===== src/rtl/lld_pkg.sv =====
package lld_pkg;
  localparam int unsigned CTRL_W = 16;
  localparam logic [31:0] END_MARK = 32'hFFFF_FFFC;
  // control register bits
  localparam int unsigned CB_DSTV   = 0;
  localparam int unsigned CB_SRCV   = 2;
  localparam int unsigned CB_TLO    = 4;
  localparam int unsigned CB_PAUSED = 7;
  localparam int unsigned CB_LIST   = 8;
  localparam int unsigned CB_FAST   = 10;
  // header word bits
  localparam int unsigned HB_SRCV = 24;
  localparam int unsigned HB_DSTV = 26;
  localparam int unsigned HB_BLK  = 28;
  localparam int unsigned HB_TLO  = 29;

  typedef enum logic [2:0] {ST_IDLE, ST_FREQ, ST_FWAIT, ST_XSTART, ST_XWAIT, ST_ADV} st_e;
  typedef enum logic [2:0] {FLD_LINK, FLD_HDR, FLD_SRC, FLD_DST, FLD_CFG} fld_e;
endpackage


===== src/rtl/lld_slot_map.sv =====
module lld_slot_map
  import lld_pkg::*;
#(
  parameter int unsigned NCFG  = 8,
  parameter int unsigned IDX_W = 4
) (
  input  logic [1:0]       typ_i,
  input  logic             srcv_i,
  input  logic             dstv_i,
  input  logic [IDX_W-1:0] idx_i,
  output fld_e             fld_o,
  output logic [IDX_W-1:0] cfg_k_o,
  output logic             last_o
);
  localparam int unsigned HALF = NCFG / 2;

  logic [IDX_W-1:0] n_cfg, n_words, j, j2;

  always_comb begin
    n_cfg   = (typ_i == 2'd1) ? IDX_W'(NCFG) : (typ_i == 2'd2) ? IDX_W'(HALF) : '0;
    n_words = IDX_W'(2) + IDX_W'(srcv_i) + IDX_W'(dstv_i) + n_cfg;
    j       = idx_i - IDX_W'(2);
    j2      = j - IDX_W'(srcv_i);
    cfg_k_o = j2 - IDX_W'(dstv_i);
    last_o  = (idx_i == n_words - IDX_W'(1));
    if (idx_i == '0)                    fld_o = FLD_LINK;
    else if (idx_i == IDX_W'(1))        fld_o = FLD_HDR;
    else if (srcv_i && (j == '0))       fld_o = FLD_SRC;
    else if (dstv_i && (j2 == '0))      fld_o = FLD_DST;
    else                                fld_o = FLD_CFG;
  end
endmodule


===== src/rtl/lld_node_cnt.sv =====
module lld_node_cnt #(
  parameter int unsigned W = 16
) (
  input  logic         clk_i,
  input  logic         rst_ni,
  input  logic         clr_i,
  input  logic         inc_i,
  output logic [W-1:0] cnt_o
);
  always_ff @(posedge clk_i or negedge rst_ni) begin
    if (!rst_ni)     cnt_o <= '0;
    else if (clr_i)  cnt_o <= '0;
    else if (inc_i)  cnt_o <= cnt_o + W'(1);
  end
endmodule


===== src/rtl/lld_loader.sv =====
module lld_loader
  import lld_pkg::*;
#(
  parameter int unsigned DW     = 32,
  parameter int unsigned NCFG   = 8,
  parameter int unsigned CNT_W  = 16,
  parameter int unsigned ELEM_W = 24,
  parameter int unsigned FRM_W  = 16
) (
  input  logic                clk_i,
  input  logic                rst_ni,
  input  logic                ctrl_wr_i,
  input  logic [CTRL_W-1:0]   ctrl_wdata_i,
  input  logic                ndp_wr_i,
  input  logic [DW-1:0]       ndp_wdata_i,
  input  logic                chan_en_i,
  output logic [CTRL_W-1:0]   ctrl_o,
  output logic                rd_req_o,
  output logic [DW-1:0]       rd_addr_o,
  input  logic                rd_valid_i,
  input  logic [DW-1:0]       rd_data_i,
  output logic                xfer_start_o,
  input  logic                xfer_done_i,
  output logic [DW-1:0]       src_addr_o,
  output logic [DW-1:0]       dst_addr_o,
  output logic [ELEM_W-1:0]   elem_cnt_o,
  output logic [FRM_W-1:0]    frame_cnt_o,
  output logic [NCFG*DW-1:0]  cfg_regs_o,
  output logic [CNT_W-1:0]    node_cnt_o,
  output logic                blk_end_o,
  output logic                list_done_o,
  output logic                desc_err_o
);
  localparam int unsigned IDX_W = $clog2(NCFG + 5);

  st_e              st_q;
  logic [CTRL_W-1:0] ctrl_q;
  logic [DW-1:0]    ndp_q, base_q, nxt_ptr_q, src_q, dst_q;
  logic [DW-1:0]    cfg_q [NCFG];
  logic [ELEM_W-1:0] elem_q;
  logic [IDX_W-1:0] idx_q;
  logic [2:0]       nxt_type_q;
  logic             nxt_srcv_q, nxt_dstv_q, nxt_blk_q;
  logic [1:0]       cur_type_q;
  logic             cur_srcv_q, cur_dstv_q, cur_blk_q, cur_pause_q;
  logic             pre_run_q, resume_q, err_q, blk_q, done_q;

  fld_e             fld;
  logic [IDX_W-1:0] cfg_k;
  logic             last;
  logic             node_fin, nxt_type_ok;

  lld_slot_map #(.NCFG(NCFG), .IDX_W(IDX_W)) u_map (
    .typ_i(cur_type_q), .srcv_i(cur_srcv_q), .dstv_i(cur_dstv_q),
    .idx_i(idx_q), .fld_o(fld), .cfg_k_o(cfg_k), .last_o(last)
  );

  assign node_fin = (st_q == ST_XWAIT) && xfer_done_i && !pre_run_q;

  lld_node_cnt #(.W(CNT_W)) u_cnt (
    .clk_i(clk_i), .rst_ni(rst_ni), .clr_i(ndp_wr_i), .inc_i(node_fin), .cnt_o(node_cnt_o)
  );

  assign nxt_type_ok = (nxt_type_q != 3'd0) && (nxt_type_q <= 3'd3);

  always_ff @(posedge clk_i or negedge rst_ni) begin
    if (!rst_ni) begin
      st_q <= ST_IDLE;   ctrl_q <= '0;   ndp_q <= '0;   base_q <= '0;
      nxt_ptr_q <= '0;   src_q <= '0;    dst_q <= '0;   elem_q <= '0;
      for (int k = 0; k < NCFG; k++) cfg_q[k] <= '0;
      idx_q <= '0;       nxt_type_q <= '0; nxt_srcv_q <= 1'b0; nxt_dstv_q <= 1'b0;
      nxt_blk_q <= 1'b0; cur_type_q <= '0; cur_srcv_q <= 1'b0; cur_dstv_q <= 1'b0;
      cur_blk_q <= 1'b0; cur_pause_q <= 1'b0; pre_run_q <= 1'b0; resume_q <= 1'b0;
      err_q <= 1'b0;     blk_q <= 1'b0;   done_q <= 1'b0;
    end else begin
      blk_q  <= 1'b0;
      done_q <= 1'b0;
      if (ctrl_wr_i) begin
        ctrl_q <= ctrl_wdata_i;
        ctrl_q[CB_PAUSED] <= ctrl_q[CB_PAUSED] & ctrl_wdata_i[CB_PAUSED]; // clear-only
      end
      if (ndp_wr_i) begin
        ndp_q    <= ndp_wdata_i;
        elem_q   <= '1;
        cfg_q[0][FRM_W-1:0] <= '1;
        err_q    <= 1'b0;
        resume_q <= 1'b0;
      end
      unique case (st_q)
        ST_IDLE: if (chan_en_i && ctrl_q[CB_LIST] && !ctrl_q[CB_PAUSED] && !err_q) begin
          if (resume_q) begin
            resume_q <= 1'b0;
            st_q     <= ST_ADV;
          end else begin
            nxt_type_q <= {1'b0, ctrl_q[CB_TLO+1:CB_TLO]};
            nxt_srcv_q <= ctrl_q[CB_SRCV];
            nxt_dstv_q <= ctrl_q[CB_DSTV];
            nxt_blk_q  <= 1'b0;
            nxt_ptr_q  <= ndp_q;
            if (ctrl_q[CB_FAST]) st_q <= ST_ADV;
            else begin
              pre_run_q <= 1'b1;
              st_q      <= ST_XSTART;
            end
          end
        end
        ST_ADV: begin
          if (nxt_ptr_q == END_MARK) begin
            done_q <= 1'b1;
            st_q   <= ST_IDLE;
          end else if (!nxt_type_ok) begin
            err_q <= 1'b1;
            st_q  <= ST_IDLE;
          end else begin
            cur_type_q <= nxt_type_q[1:0];
            cur_srcv_q <= nxt_srcv_q;
            cur_dstv_q <= nxt_dstv_q;
            cur_blk_q  <= nxt_blk_q;
            base_q     <= nxt_ptr_q;
            idx_q      <= '0;
            st_q       <= ST_FREQ;
          end
        end
        ST_FREQ: st_q <= ST_FWAIT;
        ST_FWAIT: if (rd_valid_i) begin
          unique case (fld)
            FLD_LINK: begin
              nxt_ptr_q   <= {rd_data_i[DW-1:2], 2'b00};
              cur_pause_q <= rd_data_i[0];
            end
            FLD_HDR: begin
              elem_q     <= rd_data_i[ELEM_W-1:0];
              nxt_type_q <= rd_data_i[HB_TLO+2:HB_TLO];
              nxt_srcv_q <= rd_data_i[HB_SRCV];
              nxt_dstv_q <= rd_data_i[HB_DSTV];
              nxt_blk_q  <= rd_data_i[HB_BLK];
            end
            FLD_SRC: src_q <= rd_data_i;
            FLD_DST: dst_q <= rd_data_i;
            default: for (int k = 0; k < NCFG; k++)
              if (cfg_k == IDX_W'(k)) cfg_q[k] <= rd_data_i;
          endcase
          if (last) st_q <= ST_XSTART;
          else begin
            idx_q <= idx_q + IDX_W'(1);
            st_q  <= ST_FREQ;
          end
        end
        ST_XSTART: st_q <= ST_XWAIT;
        ST_XWAIT: if (xfer_done_i) begin
          if (pre_run_q) begin
            pre_run_q <= 1'b0;
            st_q      <= ST_ADV;
          end else begin
            blk_q <= cur_blk_q;
            if (cur_pause_q) begin
              ctrl_q[CB_PAUSED] <= 1'b1;
              resume_q          <= 1'b1;
              st_q              <= ST_IDLE;
            end else st_q <= ST_ADV;
          end
        end
        default: st_q <= ST_IDLE;
      endcase
    end
  end

  assign ctrl_o       = ctrl_q;
  assign rd_req_o     = (st_q == ST_FREQ);
  assign rd_addr_o    = base_q + DW'({idx_q, 2'b00});
  assign xfer_start_o = (st_q == ST_XSTART);
  assign src_addr_o   = src_q;
  assign dst_addr_o   = dst_q;
  assign elem_cnt_o   = elem_q;
  assign frame_cnt_o  = cfg_q[0][FRM_W-1:0];
  assign blk_end_o    = blk_q;
  assign list_done_o  = done_q;
  assign desc_err_o   = err_q;

  for (genvar g = 0; g < NCFG; g++) begin : g_cfg
    assign cfg_regs_o[g*DW +: DW] = cfg_q[g];
  end
endmodule


===== config.mk =====
export PLATFORM = sky130hd
export DESIGN_NAME = lld_loader
export DESIGN_NICKNAME = d
export VERILOG_FILES = /design/src/rtl/lld_pkg.sv /design/src/rtl/lld_slot_map.sv /design/src/rtl/lld_node_cnt.sv /design/src/rtl/lld_loader.sv
export SDC_FILE = /design/constraint.sdc
export NUM_CORES = 1
export LEC_CHECK = 0
export BUFFER_PORTS_ARGS = -buffer_cell sky130_fd_sc_hd__buf_2
export CORE_MARGIN = 3
export CORE_UTILIZATION = 40
export CTS_CLUSTER_SIZE = 30
export DETAILED_ROUTE_END_ITERATION = 10
export PLACE_DENSITY = 0.63
export SYNTH_ARGS = -nofsm -noshare
export SYNTH_HDL_FRONTEND = slang
export SYNTH_HIERARCHICAL = 1
export SYNTH_SLANG_ARGS = --single-unit

===== constraint.sdc =====
create_clock -name clk_i -period 3.6 [get_ports clk_i]
set_clock_uncertainty 0.2 [all_clocks]
set_input_delay 0.18 -clock clk_i [delete_from_list [all_inputs] [get_ports clk_i]]
set_output_delay 0.18 -clock clk_i [all_outputs]
set_load 0.03 [all_outputs]

==> flow_summary.ini <==
[clock_tree]
cts_tree = built
clkSinkCount = 496
htreeDepth = 2
cts_buffer_depth = 3
clk_latency_ns = 0.58
path_clk_slew_ns = 0.06
clockRootBuffer = clkbuf_16
numCtsBuffers = 54

[global_routing]
grt-ovfl-total = 0
grt_max_degree = 102
grt_pass1_vias = 15200
globalRouteTotalUtil = 0.233
grt_antenna_before_repair = 1
grt_pass1_wl_mm = 95.1

[floorplanning]
start_util = 0.407
die_h_um = 233
dieArea_sq_um = 54100
die_width_um = 233
core_sq_um = 50500
io_pins = 516
rows = 82

[detailed_routing]
dr.pass1.iters = 5
first_iter_violations = 766
routed-via-count = 14600
wirelength_mm = 64.1
wire_per_inst_um = 22.4
via_per_inst = 5.08
drc = 0
ant_nets = 0

[worst_setup_path]
crit_type = reg -> out
max_stage_delay_ns = 0.45
cp-start-kind = flop
cp.required_ns = 3.22
critPathSlowestCell = or3b_4
r2r_cells = 10
setup.worst_path.end_class = primary output
worstPathCellList = buf_4 -> ha_1 -> a211oi_1 -> o21ai_1 -> buf_4 -> or3b_4 -> nor3_1 -> xor2_1 -> clkbuf_4
cp_common_cell = buf_4
path_max_fanout = 7
arrival_ns = 3.10

[synth]
synth-seq-cells = 496
ys.flop_type = dfrtp_1
ys_seq_area_frac = 0.604
ys_async_sr_fraction = 1.00
synth.distinct_cells = 65
netlist_area_sq_um = 20500
synthesis.nets = 1671
avgSynthCellArea_sq_um = 13.1
syn_inst = 1569
synth_warnings = 6
synth_edf_count = 0

[placed_design]
place_area_sq_um = 23900
dp_hpwl_mm = 44.2
port-buffer-count = 515
dp_slack_ns = 0.0265
dp.cells = 2668
globalplace.congestion = 0.836

[pwr]
p_per_area_nw_per_um2 = 767
leakage_uw = 0.0137
ir_worst_vdd_mv = 0.431
total_power_uw = 20400

[layout]
layout.nets = 2256
fin_cells = 2868
final_cell_mix = buf_2, dfrtp_1, mux2_2
final_common_cell = buf_2
design_area_sq_um = 26600
fill_cells = 4338
drive_gt1_frac = 0.480
area_delta_synth_final_pct = 29.8

[sta]
finalCritPeriodShare = 0.966
rsz0062_at_grt = true
worstMarginPinSlew_ns = 0.913
fin_ws_ns = 0.124
relSlewSlack = 0.391
hold_viol = 0
drv_slew = 0
fmax_mhz = 288
fin_crit_ns = 3.48
setup_viol = 0

[min_path]
hold_path.class = in -> async

[flow_run]
maxCapViolCount = 0

[run_status]
status = completed
==> power by group <==
part | switching, uW | internal, uW | total, uW
logic | 4620 | 2490 | 7110
clock network | 2230 | 3180 | 5410
registers | 958 | 6960 | 7920
total | 7810 | 12600 | 20400
==> area by class of cell <==
cell class	count	area, sq um	share of cell area
antenna	2	5.00	0.000188
clock buffer	77	1540	0.0577
clock inverter	19	196	0.00737
inverter	25	93.8	0.00352
multi-input combinational	920	7480	0.281
sequential	496	12400	0.466
tap	672	841	0.0316
timing repair buffer	657	4080	0.153
==> metal layers <==
layer / vias up / track usage / wire, um
li1: 6553 / - / -
met1: 7499 / 0.292 / 26300
met2: 427 / 0.395 / 32000
met3: 99 / 0.0563 / 3810
met4: 2 / 0.0787 / 1920
met5: - / 0 / 7
==> worst paths after layout <==
path | start | endpoint | slack, ns
min in group clk_i | chan_en_i | resume_q | 0.10
setup / recovery | idx_q[1] | rd_addr_o[31] | 0.12
max in group asynchronous | rst_ni | ndp_q[12] | 2.14
hold reg to reg | cfg_regs_o[148] | cfg_regs_o[148] | 0.28
hold / removal | rst_ni | cfg_regs_o[250] | 0.06
setup reg to reg | idx_q[1] | cfg_regs_o[133] | 0.14
==> stage by stage <==
step	util	setup TNS (ns)	hold WS [ns]
after floorplan	-	0	-0.316
after CTS	0.527	0	0.0580
after global routing	0.528	-0.0649	0.108
after global placement	0.473	0	0.126
final	0.528	0	0.0566
after detailed placement	0.473	0	0.118
==> cell usage after synthesis, drive strengths merged (2+ instances only) <==
master | instances | share of area
xnor2 | 29 | 0.012
nand4bb | 3 | 0.0024
ha | 14 | 0.0085
xor2 | 18 | 0.0080
and4 | 3 | 0.0013
or4b | 2 | 0.00097
nor3 | 13 | 0.0034
dfrtp | 496 | 0.60
nor3b | 5 | 0.0032
o21a | 3 | 0.0011
nand4 | 12 | 0.0037
clkbuf | 81 | 0.015
a31oi | 29 | 0.0088
a21oi | 37 | 0.0090
o21bai | 2 | 0.00073
or2 | 3 | 0.00091
a21boi | 2 | 0.00073
nor2b | 5 | 0.0015
buf | 47 | 0.015
nand2b | 5 | 0.0015
inv | 25 | 0.0046
a211oi | 3 | 0.0011
and3 | 8 | 0.0025
mux2i | 2 | 0.00097
o22ai | 2 | 0.00061
nor2 | 125 | 0.023
o31ai | 3 | 0.0016
nand2 | 109 | 0.020
and2 | 4 | 0.0012
nand3 | 18 | 0.0044
or3b | 2 | 0.00085
or3 | 2 | 0.00061
or4 | 2 | 0.00073
nor4 | 7 | 0.0024
a21o | 6 | 0.0022
nand3b | 4 | 0.0015
mux2 | 390 | 0.21
o21ai | 40 | 0.010
==> critical path: cells and delay by family, from the launching register on <==
kind,cells,cell delay [ns]
simple gates,2,0.68
buf+inv,3,0.60
flops,1,0.44
fa+ha+maj,1,0.30
compound gates,2,0.27
xor+xnor,1,0.21
==> sequential cells by signal (all words and copies together) (netlist names), 2 cells and up <==
name,count
ndp_q,32
nxt_type_q,3
elem_cnt_o,24
cur_type_q,2
nxt_ptr_q,32
ctrl_o,16
dst_addr_o,32
u_cnt/cnt_o,16
base_q,32
st_q,3
cfg_regs_o,256
idx_q,4
src_addr_o,32
==> cell families after synthesis <==
group | after synthesis | share of synthesized area
multiplexers | 392 | 0.215
AND/OR/NAND/NOR | 334 | 0.0770
buffers and inverters | 153 | 0.0349
AO/OA/AOI/OAI | 132 | 0.0390
flip-flops | 496 | 0.604
XOR/XNOR | 47 | 0.0204
adder cells (fa/ha/maj) | 15 | 0.00950
==> timing repair <==
action,in CTS,in global routing
hold endpoints to repair,526,0
resized for setup,3,8
pin swaps,1,1
setup buffers,0,0
hold buffers,102,0
endpoints found under the setup margin,8,120
Power figures use the tool's default switching activity.
